--- src/rtl/irq_seq_pkg.sv ---
package irq_seq_pkg;
  localparam int TF_BIT = 8;
  localparam int IF_BIT = 9;
  localparam int OF_BIT = 11;

  localparam int T_DIV  = 0;
  localparam int T_STEP = 1;
  localparam int T_NMI  = 2;
  localparam int T_BRK  = 3;
  localparam int T_OVF  = 4;

  typedef enum logic [3:0] {
    S_IDLE,
    S_ACK1,
    S_ACKGAP,
    S_ACK2,
    S_PSH_F,
    S_PSH_CS,
    S_PSH_IP,
    S_RD_IP,
    S_RD_CS,
    S_POP_IP,
    S_POP_CS,
    S_POP_F
  } seq_state_e;
endpackage

--- src/rtl/irq_nmi_latch.sv ---
module irq_nmi_latch (
  input  logic clk,
  input  logic rst_n,
  input  logic nmi_i,
  input  logic take_i,
  output logic pend_o
);
  logic nmi_q, pend_q, pend_d, rise;

  assign rise   = nmi_i & ~nmi_q;
  assign pend_d = rise | (pend_q & ~take_i);
  assign pend_o = pend_q;

  always_ff @(posedge clk or negedge rst_n) begin
    if (!rst_n) begin
      nmi_q  <= 1'b0;
      pend_q <= 1'b0;
    end else begin
      nmi_q  <= nmi_i;
      pend_q <= pend_d;
    end
  end
endmodule

--- src/rtl/irq_arbiter.sv ---
module irq_arbiter #(
  parameter int TW = 8
) (
  input  logic          div_err_i,
  input  logic          swi_i,
  input  logic [TW-1:0] swi_type_i,
  input  logic          brk_i,
  input  logic          into_i,
  input  logic          of_flag_i,
  input  logic          nmi_pend_i,
  input  logic          intr_i,
  input  logic          if_flag_i,
  input  logic          tf_flag_i,
  output logic          hit_o,
  output logic          need_ack_o,
  output logic          nmi_take_o,
  output logic [TW-1:0] type_o
);
  import irq_seq_pkg::*;

  always_comb begin
    hit_o      = 1'b1;
    need_ack_o = 1'b0;
    nmi_take_o = 1'b0;
    type_o     = '0;
    if (div_err_i) begin
      type_o = TW'(T_DIV);
    end else if (swi_i) begin
      type_o = swi_type_i;
    end else if (brk_i) begin
      type_o = TW'(T_BRK);
    end else if (into_i && of_flag_i) begin
      type_o = TW'(T_OVF);
    end else if (nmi_pend_i) begin
      type_o     = TW'(T_NMI);
      nmi_take_o = 1'b1;
    end else if (intr_i && if_flag_i) begin
      need_ack_o = 1'b1;
    end else if (tf_flag_i) begin
      type_o = TW'(T_STEP);
    end else begin
      hit_o = 1'b0;
    end
  end
endmodule

--- src/rtl/irq_entry_seq.sv ---
module irq_entry_seq #(
  parameter int DW = 16,
  parameter int AW = 20,
  parameter int TW = 8
) (
  input  logic          clk,
  input  logic          rst_n,
  input  logic          boundary_i,
  input  logic          div_err_i,
  input  logic          swi_i,
  input  logic [TW-1:0] swi_type_i,
  input  logic          into_i,
  input  logic          brk_i,
  input  logic          nmi_i,
  input  logic          intr_i,
  input  logic          iret_i,
  input  logic [DW-1:0] flags_i,
  input  logic [DW-1:0] cs_i,
  input  logic [DW-1:0] ip_i,
  input  logic [DW-1:0] sp_i,
  output logic          mem_req_o,
  output logic          mem_we_o,
  output logic [AW-1:0] mem_addr_o,
  output logic [DW-1:0] mem_wdata_o,
  input  logic [DW-1:0] mem_rdata_i,
  input  logic          mem_ready_i,
  output logic          inta_o,
  input  logic [TW-1:0] ack_type_i,
  output logic [DW-1:0] flags_o,
  output logic [DW-1:0] cs_o,
  output logic [DW-1:0] ip_o,
  output logic [DW-1:0] sp_o,
  output logic          done_o,
  output logic          busy_o
);
  import irq_seq_pkg::*;

  localparam logic [DW-1:0] WSTEP   = DW'(2);
  localparam logic [DW-1:0] CLR_MSK = ~((DW'(1) << TF_BIT) | (DW'(1) << IF_BIT));
  localparam int            SPAD    = AW - DW;
  localparam int            VPAD    = AW - TW - 2;

  logic [1:0] rst_sync;
  logic       rst_q;

  always_ff @(posedge clk or negedge rst_n) begin
    if (!rst_n) rst_sync <= 2'b00;
    else        rst_sync <= {rst_sync[0], 1'b1};
  end
  assign rst_q = rst_sync[1];

  seq_state_e    state_q, state_d;
  logic [DW-1:0] sp_q, fl_sv, cs_sv, ip_sv, tmp_ip, tmp_cs;
  logic [DW-1:0] flags_q, cs_q, ip_q, spo_q;
  logic [TW-1:0] type_q;
  logic          done_q;

  logic          arb_hit, arb_ack, arb_nmi, nmi_pend;
  logic [TW-1:0] arb_type;
  logic          idle, accept, st_push, st_pop, fire, fin_entry, fin_ret;

  assign idle   = (state_q == S_IDLE);
  assign accept = idle & boundary_i & (iret_i | arb_hit);

  irq_nmi_latch u_nmi (
    .clk    (clk),
    .rst_n  (rst_q),
    .nmi_i  (nmi_i),
    .take_i (idle & boundary_i & ~iret_i & arb_nmi),
    .pend_o (nmi_pend)
  );

  irq_arbiter #(.TW(TW)) u_arb (
    .div_err_i  (div_err_i),
    .swi_i      (swi_i),
    .swi_type_i (swi_type_i),
    .brk_i      (brk_i),
    .into_i     (into_i),
    .of_flag_i  (flags_i[OF_BIT]),
    .nmi_pend_i (nmi_pend),
    .intr_i     (intr_i),
    .if_flag_i  (flags_i[IF_BIT]),
    .tf_flag_i  (flags_i[TF_BIT]),
    .hit_o      (arb_hit),
    .need_ack_o (arb_ack),
    .nmi_take_o (arb_nmi),
    .type_o     (arb_type)
  );

  assign st_push   = (state_q == S_PSH_F) | (state_q == S_PSH_CS) | (state_q == S_PSH_IP);
  assign st_pop    = (state_q == S_POP_IP) | (state_q == S_POP_CS) | (state_q == S_POP_F);
  assign mem_req_o = st_push | st_pop | (state_q == S_RD_IP) | (state_q == S_RD_CS);
  assign mem_we_o  = st_push;
  assign fire      = mem_req_o & mem_ready_i;
  assign fin_entry = fire & (state_q == S_RD_CS);
  assign fin_ret   = fire & (state_q == S_POP_F);
  assign inta_o    = (state_q == S_ACK1) | (state_q == S_ACK2);

  always_comb begin
    mem_addr_o  = '0;
    mem_wdata_o = '0;
    unique case (state_q)
      S_PSH_F:  begin mem_addr_o = {{SPAD{1'b0}}, sp_q - WSTEP}; mem_wdata_o = fl_sv; end
      S_PSH_CS: begin mem_addr_o = {{SPAD{1'b0}}, sp_q - WSTEP}; mem_wdata_o = cs_sv; end
      S_PSH_IP: begin mem_addr_o = {{SPAD{1'b0}}, sp_q - WSTEP}; mem_wdata_o = ip_sv; end
      S_RD_IP:  mem_addr_o = {{VPAD{1'b0}}, type_q, 2'b00};
      S_RD_CS:  mem_addr_o = {{VPAD{1'b0}}, type_q, 2'b10};
      S_POP_IP, S_POP_CS, S_POP_F: mem_addr_o = {{SPAD{1'b0}}, sp_q};
      default:  ;
    endcase
  end

  always_comb begin
    state_d = state_q;
    unique case (state_q)
      S_IDLE: begin
        if (boundary_i) begin
          if (iret_i)       state_d = S_POP_IP;
          else if (arb_ack) state_d = S_ACK1;
          else if (arb_hit) state_d = S_PSH_F;
        end
      end
      S_ACK1:   state_d = S_ACKGAP;
      S_ACKGAP: state_d = S_ACK2;
      S_ACK2:   state_d = S_PSH_F;
      S_PSH_F:  if (mem_ready_i) state_d = S_PSH_CS;
      S_PSH_CS: if (mem_ready_i) state_d = S_PSH_IP;
      S_PSH_IP: if (mem_ready_i) state_d = S_RD_IP;
      S_RD_IP:  if (mem_ready_i) state_d = S_RD_CS;
      S_RD_CS:  if (mem_ready_i) state_d = S_IDLE;
      S_POP_IP: if (mem_ready_i) state_d = S_POP_CS;
      S_POP_CS: if (mem_ready_i) state_d = S_POP_F;
      S_POP_F:  if (mem_ready_i) state_d = S_IDLE;
      default:  state_d = S_IDLE;
    endcase
  end

  always_ff @(posedge clk or negedge rst_q) begin
    if (!rst_q) begin
      state_q <= S_IDLE;
      sp_q    <= '0;
      fl_sv   <= '0;
      cs_sv   <= '0;
      ip_sv   <= '0;
      tmp_ip  <= '0;
      tmp_cs  <= '0;
      type_q  <= '0;
      flags_q <= '0;
      cs_q    <= '0;
      ip_q    <= '0;
      spo_q   <= '0;
      done_q  <= 1'b0;
    end else begin
      state_q <= state_d;
      done_q  <= fin_entry | fin_ret;
      if (accept) begin
        sp_q   <= sp_i;
        fl_sv  <= flags_i;
        cs_sv  <= cs_i;
        ip_sv  <= ip_i;
        type_q <= arb_type;
      end
      if (state_q == S_ACK2) type_q <= ack_type_i;
      if (fire && st_push) sp_q <= sp_q - WSTEP;
      if (fire && st_pop)  sp_q <= sp_q + WSTEP;
      if (fire && (state_q == S_RD_IP || state_q == S_POP_IP)) tmp_ip <= mem_rdata_i;
      if (fire && state_q == S_POP_CS) tmp_cs <= mem_rdata_i;
      if (fin_entry) begin
        ip_q    <= tmp_ip;
        cs_q    <= mem_rdata_i;
        flags_q <= fl_sv & CLR_MSK;
        spo_q   <= sp_q;
      end
      if (fin_ret) begin
        ip_q    <= tmp_ip;
        cs_q    <= tmp_cs;
        flags_q <= mem_rdata_i;
        spo_q   <= sp_q + WSTEP;
      end
    end
  end

  assign flags_o = flags_q;
  assign cs_o    = cs_q;
  assign ip_o    = ip_q;
  assign sp_o    = spo_q;
  assign done_o  = done_q;
  assign busy_o  = ~idle;
endmodule

--- config.mk ---
export PLATFORM = sky130hd
export DESIGN_NAME = irq_entry_seq
export DESIGN_NICKNAME = d
export VERILOG_FILES = /design/src/rtl/irq_seq_pkg.sv /design/src/rtl/irq_nmi_latch.sv /design/src/rtl/irq_arbiter.sv /design/src/rtl/irq_entry_seq.sv
export SDC_FILE = /design/constraint.sdc
export NUM_CORES = 1
export LEC_CHECK = 0
export ABC_CLOCK_PERIOD_IN_PS = 7600
export BUFFER_PORTS_ARGS = -buffer_cell sky130_fd_sc_hd__buf_2
export CAP_MARGIN = 25
export CORE_UTILIZATION = 27
export DETAILED_ROUTE_END_ITERATION = 7
export GPL_TIMING_DRIVEN = 0
export PLACE_DENSITY = 0.43
export SETUP_SLACK_MARGIN = 0.1
export SLEW_MARGIN = 20
export SYNTH_ARGS = -nofsm -noshare
export SYNTH_HDL_FRONTEND = slang
export SYNTH_HIERARCHICAL = 1
export SYNTH_SLANG_ARGS = --single-unit
--- constraint.sdc ---
create_clock -name clk -period 7.6 [get_ports clk]
set_input_delay 0.38 -clock clk [delete_from_list [all_inputs] [get_ports clk]]
set_output_delay 0.38 -clock clk [all_outputs]
set_load 0.02 [all_outputs]
==> results.yml <==
drt:
  drt_iter0_markers: 568
  first_pass_iters: 7
  drc: 11
  ant_nets: 0
  drt_wl_total_um: 37530
  vias_per_cell: 5.029
  vias: 9415
  wl_per_cell_um: 20.05
cts:
  cts_tree: "built"
  cts_sinks: 177
  clk_path_buf_depth: 2
  clk_latency_ps: 460
  h-tree-depth: 4
  cts_buffers: 17
  clock-root-buffer: "clkbuf_16"
  post_cts_resized: 0
  cts.reportedPaths.clkPinSlew_ps: 70
final_layout:
  post-route-util: 0.3414
  nNetsFinal: 1507
  drive_above_1_share: 0.2502
  syn2layout_area_growth_pct: 23.48
  diodes: 0
floorplan:
  die_w_um: 193.5
  ioPinCount: 212
  dieArea_mm2: 0.03745
  initial_core_util: 0.2764
  core_area_mm2: 0.03583
  rows: 69
  chipHeight_um: 193.5
placed_design:
  gp_congestion: 0.8586
  place.detailed.hpwl_um: 28250
  port-buffer-count: 206
worst_setup_path:
  critical_path_buf_inv_count: 3
  cp_max_fo: 10
  critPathKind: "reg2out"
  crit_top_cell: "or3_1"
  worst_ep_required_time_ps: 7220
  crit_family: "simple AND/OR/NAND/NOR gates"
  worstRegToRegCells: 5
  slowest_delay_ps: 520
  cp_cell_sequence: "inv_1 > ha_1 > clkbuf_1 > nand4_2 > or3_1 > or3_1 > o21ai_0 > buf_2"
  slowest_stage: "dfrtp_1"
  r2r_start: "state_q[2]$_DFFE_PN0P_"
  r2r_slack_ps: 5110
  startpoint_type: "flop"
  setup.worst_path.end_class: "output port"
  r2r-end: "ip_o[5]$_DFFE_PN0P_"
  arrival_ps: 2950
status:
  violations: "DRC"
  status: "finished with violations"
power:
  p_leak_nw: 5.682
  p_per_area_mw_per_mm2: 420.2
  power_w: 0.005140
  ir_drop_uv: 201.8
timing:
  fmax_mhz: 300.2
  final-setup-viol-count: 0
  rsz0062_at_grt: "no"
  finalCritPeriodShare: 0.4383
  tightest_slew_ps: 1029
  finClkSkew_ps: 13.22
  setup_tns_ps: 0
  hold_viol_final: 0
  finalCriticalPeriod_ps: 3331
  report.final.slew_viol_count: 0
  relSlewSlack: 0.3087
global_route:
  grtUsageTotal: 0.2025
  antenna_found_initial: 0
  grt_max_degree: 49
  grt_pass1_wl_um: 57930
  overflow: 0
  first_global_vias: 9384
yosys:
  synth-seq-cells: 177
  synth_edf_count: 0
  synth_ff_type: "dfrtp_1"
  synth_area_mm2: 0.009904
  yosysTopAreaCell: "dfrtp_1"
  synth.distinct_cells: 65
  yosysSeqAreaShare: 0.4472
  synthArstFlopShare: 1.000
  ys_warn_count: 6
  syn_avg_cell_area_um2: 8.502
  synth_top_area_share: 0.4472
  synthTopCellsByArea: "dfrtp_1, nand2_1, mux2_2, a21oi_1, o21ai_0"
  synthCells: 1165
min_path:
  hold_depth: 1
  worstHoldStart: "nmi_i"
  whs_endpoint: "u_nmi/nmi_q$_DFF_PN0_"
  hold_path.class: "in2reg"
flow_run:
  max-cap-violations: 0
-- per-stage QoR --
| stage | hold slack (ps) | area (µm²) | instances | setup WS (ps) |
|---|---|---|---|---|
| after floorplan | 84.41 | 9916 | 1168 | 2303 |
| after global placement | 167.7 | 11520 | 1835 | -581.9 |
| after detailed placement | 170.5 | 11620 | 1839 | 4755 |
| after CTS | 33.06 | 12230 | 1872 | 4261 |
| after global routing | 43.63 | 12230 | 1872 | 4064 |
| final | 54.50 | 12230 | 1872 | 4269 |
-- worst max-delay path by stage --
stage / from / to / slack (ps) / depth (start not counted)
2_1_floorplan: rst_sync[1]$_DFF_PN0_ / cs_o[0]$_DFFE_PN0P_ / 2300 / 0
3_3_place_gp: rst_sync[1]$_DFF_PN0_ / type_q[5]$_DFFE_PN0P_ / -580 / 0
3_5_place_dp: sp_q[1]$_DFFE_PN0P_ / mem_addr_o[15] / 4750 / 8
4_1_cts: sp_q[1]$_DFFE_PN0P_ / mem_addr_o[15] / 4260 / 8
5_1_grt: sp_q[1]$_DFFE_PN0P_ / mem_addr_o[15] / 4060 / 8
6_report: sp_q[1]$_DFFE_PN0P_ / mem_addr_o[15] / 4270 / 8
-- flip-flops by register name, indices dropped and copies added (netlist names) --
register      cells
tmp_ip           16
cs_sv            16
tmp_cs           16
rst_sync          2
sp_q             16
type_q            8
ip_o             16
ip_sv            16
fl_sv            16
done_o            1
u_nmi/nmi_q       1
cs_o             16
flags_o          16
u_nmi/pend_o      1
state_q           4
sp_o             16
-- metal layers --
metal,track usage,share of wire,vias to the layer above
met5,0,0,-
met4,0.06133,0.017,0
met3,0.03748,0.054,36
li1,-,-,4488
met2,0.3074,0.44,294
met1,0.2899,0.49,4597
-- report_power, final --
| part | switching (W) | internal, W |
|---|---|---|
| Combinational | 0.00170 | 0.000910 |
| Sequential | 0.000280 | 0.00131 |
| Clock | 0.000438 | 0.000495 |
| Total | 0.00242 | 0.00272 |
-- cells in the final DEF, fill, tap and decap left out, types with 14 or more instances in the layout --
cell type,Yosys,final
o21a_1,22,22
o21ai_0,72,72
xnor2_1,14,14
nor3_1,51,51
mux2_2,49,49
clkbuf_16,0,17
o22ai_1,42,42
inv_1,55,55
nand3_1,22,22
mux2i_1,26,26
nor2_1,89,89
nand2_1,213,213
dfrtp_1,177,176
clkbuf_1,53,53
buf_2,34,240
a21oi_1,109,109
-- final cells by class --
cell class	count	area, µm²
buffer	100	451.7
clock buffer	17	425.4
clock inverter	15	172.7
fill	3842	23600
inverter	56	210.2
multi-input combinational	835	4825
sequential	177	4433
tap	461	576.8
timing repair buffer	211	1136
-- repair_timing --
| action | 4_1_cts | 5_1_grt |
|---|---|---|
| hold buffers | 1 | 0 |
| endpoints found under the hold margin | 2 | 0 |
| setup buffers | 0 | 0 |
-- kinds of logic (layout without fill, tap and decap cells) --
logic type,count (synthesis),after routing,share of synthesized area
simple gates,427,427,0.1939
compound gates,305,305,0.1882
flops,177,177,0.4472
other cells,2,5,0.0007582
fa+ha+maj,2,2,0.002526
mux,75,75,0.08199
xor+xnor,21,21,0.01857
buf+inv,156,399,0.06683
-- synthesized netlist by cell type, drive strengths merged (4+ instances only) --
master / n
nor2: 91
nand2: 213
o22a: 4
xor2: 7
nor3: 54
dfrtp: 177
o221ai: 6
and2: 7
buf: 47
mux2i: 26
inv: 56
a21oi: 111
and3: 6
nor4: 6
nand3: 22
o21a: 22
a32oi: 4
a221oi: 4
o31ai: 6
mux2: 49
nand4: 6
or3: 4
xnor2: 14
o22ai: 43
clkbuf: 53
o21ai: 72
o311ai: 4
a22oi: 4
-- worst reg2reg max path, stage by stage, from the launching register on --
cell and delay, ps:
dfrtp_1 450, buf_2 220, nand3b_1 410, a21oi_2 550, buf_2 380, mux2_2 370
No activity file was read; power rests on OpenSTA's default activity.
